--- config.mk ---
export PLATFORM = sky130hd
export DESIGN_NAME = interval_trig_gen
export DESIGN_NICKNAME = d
export VERILOG_FILES = /design/src/rtl/itg_pkg.sv /design/src/rtl/itg_counter.sv /design/src/rtl/itg_edge.sv /design/src/rtl/interval_trig_gen.sv
export SDC_FILE = /design/constraint.sdc
export NUM_CORES = 1
export LEC_CHECK = 0
export ABC_AREA = 1
export BUFFER_PORTS_ARGS = -buffer_cell sky130_fd_sc_hd__buf_2
export CORE_ASPECT_RATIO = 2
export CORE_MARGIN = 1.5
export CORE_UTILIZATION = 54
export CTS_BUF_LIST = sky130_fd_sc_hd__clkbuf_8
export DETAILED_ROUTE_END_ITERATION = 10
export PLACE_DENSITY = 0.78
export SETUP_SLACK_MARGIN = 0.3
export SLEW_MARGIN = 20
export SYNTH_ARGS = -nofsm -noshare
export SYNTH_HDL_FRONTEND = slang
export SYNTH_HIERARCHICAL = 1
export SYNTH_SLANG_ARGS = --single-unit
export TNS_END_PERCENT = 1
--- constraint.sdc ---
create_clock -name clk -period 2.5 [get_ports clk]
set_input_delay 0.375 -clock clk [delete_from_list [all_inputs] [get_ports clk]]
set_output_delay 0.375 -clock clk [all_outputs]
set_load 0.01 [all_outputs]
--- src/rtl/itg_pkg.sv ---
package itg_pkg;

    localparam int unsigned ITG_CNT_W = 16;

    typedef enum logic {
        SRC_COUNTER  = 1'b0,
        SRC_EXTERNAL = 1'b1
    } itg_src_e;

endpackage

--- src/rtl/itg_counter.sv ---
module itg_counter #(
    parameter int unsigned CNT_W = itg_pkg::ITG_CNT_W
) (
    input  logic             clk,
    input  logic             rst_n,
    input  logic             run_en,
    input  logic [CNT_W-1:0] interval,
    input  logic             tick,
    input  logic             start,
    output logic             hit
);

    typedef struct packed {
        logic             armed;
        logic [CNT_W-1:0] cnt;
        logic             hit;
    } cnt_state_t;

    cnt_state_t s_d, s_q;
    logic [CNT_W:0] next_cnt;

    always_comb begin
        s_d      = s_q;
        s_d.hit  = 1'b0;
        next_cnt = {1'b0, s_q.cnt} + 1'b1;
        if (!run_en) begin
            s_d.armed = 1'b0;
            s_d.cnt   = '0;
        end else if (start) begin
            s_d.armed = 1'b1;
            s_d.cnt   = '0;
        end else if (tick && s_q.armed && (interval != '0)) begin
            if (next_cnt >= {1'b0, interval}) begin
                s_d.hit = 1'b1;
                s_d.cnt = '0;
            end else begin
                s_d.cnt = next_cnt[CNT_W-1:0];
            end
        end
    end

    always_ff @(posedge clk or negedge rst_n) begin
        if (!rst_n) begin
            s_q <= '0;
        end else begin
            s_q <= s_d;
        end
    end

    assign hit = s_q.hit;

endmodule

--- src/rtl/itg_edge.sv ---
module itg_edge (
    input  logic clk,
    input  logic rst_n,
    input  logic pass_en,
    input  logic line,
    output logic pulse
);

    typedef struct packed {
        logic prev;
        logic pulse;
    } edge_state_t;

    edge_state_t s_d, s_q;

    always_comb begin
        s_d.prev  = line;
        s_d.pulse = pass_en && line && !s_q.prev;
    end

    always_ff @(posedge clk or negedge rst_n) begin
        if (!rst_n) begin
            s_q <= '0;
        end else begin
            s_q <= s_d;
        end
    end

    assign pulse = s_q.pulse;

endmodule

--- src/rtl/interval_trig_gen.sv ---
module interval_trig_gen #(
    parameter int unsigned CNT_W = itg_pkg::ITG_CNT_W
) (
    input  logic             clk,
    input  logic             rst_n,
    input  logic             enable_i,
    input  logic             ext_mode_i,
    input  logic [CNT_W-1:0] interval_i,
    input  logic             tick_i,
    input  logic             start_i,
    input  logic             ext_trig_i,
    output logic             trig_o
);

    import itg_pkg::*;

    itg_src_e src;
    logic     cnt_run;
    logic     edge_run;
    logic     cnt_hit;
    logic     edge_hit;

    always_comb begin
        src      = itg_src_e'(ext_mode_i);
        cnt_run  = enable_i && (src == SRC_COUNTER);
        edge_run = enable_i && (src == SRC_EXTERNAL);
    end

    itg_counter #(.CNT_W(CNT_W)) u_counter (
        .clk      (clk),
        .rst_n    (rst_n),
        .run_en   (cnt_run),
        .interval (interval_i),
        .tick     (tick_i),
        .start    (start_i),
        .hit      (cnt_hit)
    );

    itg_edge u_edge (
        .clk     (clk),
        .rst_n   (rst_n),
        .pass_en (edge_run),
        .line    (ext_trig_i),
        .pulse   (edge_hit)
    );

    assign trig_o = cnt_hit | edge_hit;

endmodule

# ---- Word-level counts from Yosys, hierarchy flattened
# Cells that the tools add are included.
dict set report classes {
  mux 8
  n_reduce_logical 8
  eq_ne 2
  bitwise 2
  n_addsub 1
  n_lt_le_gt_ge 1
}
# operator n
set op_table {}
lappend op_table {{17-bit 2-to-1 mux} 2}
lappend op_table {{16-bit 2-to-1 mux} 2}
lappend op_table {{16-bit by 1-bit adder with 17-bit output (second input constant)} 1}
lappend op_table {{17-bit by 16-bit greater-or-equal comparator with 1-bit output} 1}
lappend op_table {{16-bit nonzero test} 1}
lappend op_table {{1-bit logical AND} 6}
lappend op_table {{1-bit 2-to-1 mux} 4}
lappend op_table {{3-bit inequality test (second input constant)} 1}
lappend op_table {{2-bit inequality test (second input constant)} 1}
lappend op_table {{1-bit logical NOT} 1}
lappend op_table {{1-bit NOT} 1}
lappend op_table {{1-bit bitwise OR} 1}
dict set report totals {
  elab_cells 27
  reg_bits 20
  inputBits 23
}

# ---- Depth between registers and ports, before layout
dict set report depth {
  word_depth 6
  ltp_mapped 18
}

# ---- Cells and area by module
# Netlist, hierarchy kept.
# mod area_per_inst_um2 n_inst cells_per_inst
set by_module_without_submodules {}
lappend by_module_without_submodules {itg_counter 1796.7 1 292}
lappend by_module_without_submodules {itg_edge 60.1 1 4}
lappend by_module_without_submodules {interval_trig_gen 28.8 1 7}

# ---- Least setup slack after synthesis
# No wires, ideal clock.
dict set report synth_timing {
  path_kind {reg-to-reg}
  startpoint {reg u_counter/s_q[1] (netlist name)}
  endpoint {reg u_counter/s_q[3] (netlist name)}
  synth_period_minus_slack_ns 2.426
  arrival_ns 2.308
  path_stages_with_launch 18
  setup_time_ns 0.117
  setup_slack_ns 0.074
  cell_sequence {dfrtp_1 -> ha_1 -> nand2_2 -> nor2_4 -> nand2_1 -> nor2_1 -> nand2_1 -> nand2_1 -> inv_1 -> ha_1 -> nand2_1 -> nor2_1 -> nand3_1 -> o21ai_0 -> nor2_2 -> buf_6 -> nand3_1 -> nand2_1}
}
dict set report synth_between {
  elab_chain_cells 6
}
# element line_no
set synth_rtl {}
lappend synth_rtl {{from (decl)} itg_counter.sv:19} ;# cnt_state_t s_d, s_q;
lappend synth_rtl {{from (signal assigned)} itg_counter.sv:44} ;# s_q <= '0;
lappend synth_rtl {{from (signal assigned)} itg_counter.sv:46} ;# s_q <= s_d;
lappend synth_rtl {{16-bit by 1-bit adder with 17-bit output *} itg_counter.sv:25} ;# next_cnt = {1'b0, s_q.cnt} + 1'b1;
lappend synth_rtl {{17-bit by 16-bit greater-or-equal comparator with 1-bit output} itg_counter.sv:33} ;# if (next_cnt >= {1'b0, interval}) begin
lappend synth_rtl {{16-bit 2-to-1 mux *} itg_counter.sv:33}
lappend synth_rtl {{17-bit 2-to-1 mux *} itg_counter.sv:32} ;# end else if (tick && s_q.armed && (interval != '0)) begin
lappend synth_rtl {{16-bit 2-to-1 mux *} itg_counter.sv:29} ;# end else if (start) begin
lappend synth_rtl {{17-bit 2-to-1 mux *} itg_counter.sv:26} ;# if (!run_en) begin
# Mark *: on every way between the ends. The rest lies on a longest branch, timed or not. The select of a mux whose other input is x is not followed.
# A chain may end at the register's enable or synchronous reset.

# ---- Final worst setup path
dict set report layout_timing {
  startpoint {reg u_counter/s_q[2] (netlist name)}
  endpoint {reg u_counter/s_q[7] (netlist name)}
}
# Same word-level chain as after synthesis.

==> results.toml <==
[yosys]
yosys_warnings = 6
yosysTopAreaCell = "dfrtp_1"
synth.top_cell.area_share_pct = 26.5
yosys_register_bits = 20
synth_nets = 343
syn_area_mm2 = 0.00189
synth_area_leaders = "dfrtp_1, nand2_1, ha_1, inv_1, nand3_1"
synth_cells = 303
syn_avg_cell_area_um2 = 6.22
yosysUniqueCellTypes = 23
ys_seq_area_share_pct = 26.5

[placed_design]
post-place-ws_ns = 0.0478
globalplace.congestion = 0.912
dpl-instance-area_mm2 = 0.00216
portBuffers = 23
dpl.cell_count = 367
hpwlAfterDp_um = 3810

[sta]
setup-tns-final_ns = -0.0109
final-max-slew-violation-count = 0
tightest_slew_ns = 0.550
rsz0062_at_grt = "yes"
whs_ns = 0.0690
fmaxAchievable_ghz = 0.399
max_slew_margin_pct = 63.2
fin_crit_sh_pct = 100
hold_viol = 0
fin_crit_ns = 2.51
worst_slack_ns = -0.00638
finalSetupViolCount = 2
fin_worst_skew_ns = 0.00582

[global_routing]
antenna_found_initial = 0
grt_pass1_vias = 1973
busiest_layer = "met2"
globalRouteMet2Util_pct = 52.2
met1_usage_pct = 28.2
grt_pass1_wl_um = 8020
overflow = 0
met3_usage_pct = 1.46
grt_usage_pct = 27.4
grt_max_degree = 21

[finish]
fin_util_pct = 73.3
drive_above_1_share_pct = 30.1
fillers = 267
layout_common_cells = "nand2_1, inv_1, nor2_1"
multi_input_area_mm2 = 0.00139
final_common_cell = "nand2_1"
fin_area_mm2 = 0.00248
area_growth_pct = 31.4
fin_nets = 387
seqCellArea_um2 = 508
finalNonFillerCells = 378
diodes = 0

[flow_run]
maxCapViolCount = 0

[detailed_routing]
viasPerCell = 5.65
vias = 2134
drtPass1Iterations = 4
ant_nets = 0
drt_iter0_markers = 102
drc = 0
drt_wl_total_um = 5830
wl_per_cell_um = 15.4

[critical_path]
crit_type = "flop to flop"
setup.worst_path.end = "u_counter/s_q[7]"
required_ns = 2.63
critical_path_arrival_ns = 2.64
crit_fanout = 8
r2r_start = "u_counter/s_q[2]"
crit_start = "u_counter/s_q[2]"
reg2regPathDepth = 17
r2r-end = "u_counter/s_q[7]"
end_kind = "flop"
reg2reg_slack_ns = -0.006
startpoint_type = "flop"

[die]
rows = 30
die_width_um = 44.8
core-area_mm2 = 0.00338
num_io_pins = 24
start_util_pct = 55.8
fp.dieArea_mm2 = 0.00388
die_h_um = 86.6

[power]
ir_drop_uv = 325
p_int_mw = 0.467
p_clk_share_pct = 33.7
report.power.total_mw = 0.617
p_seq_share_pct = 52.9
switchingPower_mw = 0.150
total_leakage_power_nw = 1.39
powerDensity_mw_per_mm2 = 249
swShare_pct = 24.3
p_comb_share_pct = 13.4

[outcome]
violations = "setup timing"
run_status = "complete, but fails checks"

[hold_path]
hold_path_class = "input port to async pin"

[clock_network]
cts_htree_levels = 1
cts_buffer_depth = 2
cts_buffers = 3
ctsRootBufferMaster = "clkbuf_8"
ctsHoldBuffers = 0
cts.sinks = 20
tritoncts = "done"
clock_latency_ns = 0.25
path_clk_slew_ns = 0.07
## power groups by stage
| stage | combinational (mW) | sequential, mW | clock [mW] |
|---|---|---|---|
| after floorplan | 0.0322 | 0.333 | 0 |
| after global placement | 0.0664 | 0.333 | 0 |
| after detailed placement | 0.0685 | 0.333 | 0 |
| after CTS | 0.0686 | 0.326 | 0.216 |
| after global routing | 0.0926 | 0.327 | 0.226 |
| final | 0.0825 | 0.326 | 0.208 |
## cell usage after synthesis (all sizes together)
library cell  count
a31o              1
a21o              1
ha               17
xor2              4
nand3            41
nor2             60
nand4             3
o21ai             5
clkbuf            2
dfrtp            20
nand2            84
a21oi             5
xnor2             1
inv              55
buf               3
nand3b            1
## critical path, cell delays in order (launching register included)
cell and delay [ns]:
dfrtp_1 0.42, ha_4 0.18, nand2_4 0.06, nor2_4 0.18, nand2_4 0.11, nor2_4 0.11, nand2_2 0.06, nand2_2 0.10
inv_2 0.05, ha_4 0.27, nand2_4 0.05, nor2_2 0.12, nand3_2 0.11, o21ai_2 0.18, nor2_4 0.08, clkbuf_16 0.17
nand3_1 0.06, nand2_1 0.06
## per-layer routing
metal / share of wire, % / vias up
met5: 0 / -
met4: 6.2 / 0
met3: 5.0 / 28
met2: 54 / 104
met1: 35 / 984
li1: - / 1018
## cell type report
type | instances | share of cell area (%)
Sequential cell | 20 | 20.5
Inverter | 55 | 8.33
Timing Repair Buffer | 42 | 11.8
Clock inverter | 1 | 0.152
Clock buffer | 3 | 1.67
Tap cell | 32 | 1.62
Multi-Input combinational cell | 225 | 56.0
## worst min-delay path by stage
| stage | start | to | slack (ns) | cells after the start |
|---|---|---|---|---|
| 2_1_floorplan | rst_n | u_counter/hit | 0.08 | 0 |
| 3_3_place_gp | rst_n | u_counter/s_q[12] | 0.35 | 1 |
| 3_5_place_dp | rst_n | u_counter/s_q[16] | 0.35 | 1 |
| 4_1_cts | rst_n | u_edge/pulse | 0.08 | 1 |
| 5_1_grt | rst_n | u_counter/s_q[16] | 0.1 | 1 |
| 6_report | rst_n | u_edge/pulse | 0.07 | 1 |
## state kept, by name, summed over array words and instances, names as in the netlist
signal	cells
u_counter/hit	1
u_counter/s_q	17
u_edge/pulse	1
u_edge/s_q	1
## timing repair
action / 4_1_cts / 5_1_grt
resized for setup: 1 / 46
endpoints found under the setup margin: 17 / 17
buffers inserted: 1 / 3
cloned: 0 / 3
pin swaps: 4 / 13
endpoints found under the hold margin: 0 / 0
## cell families (layout without fill, tap and decap cells)
| family | Yosys count | count (layout) | synth area share [%] |
|---|---|---|---|
| AOI/OAI and AO/OA | 12 | 12 | 3.72 |
| xor gates and xnor gates | 5 | 5 | 2.32 |
| adders and majority gates | 17 | 17 | 11.3 |
| buffers and inverters | 60 | 101 | 12.8 |
| DFF | 20 | 20 | 26.5 |
| and+or+nand+nor | 189 | 191 | 43.3 |
No activity file was read; power rests on OpenSTA's default activity.
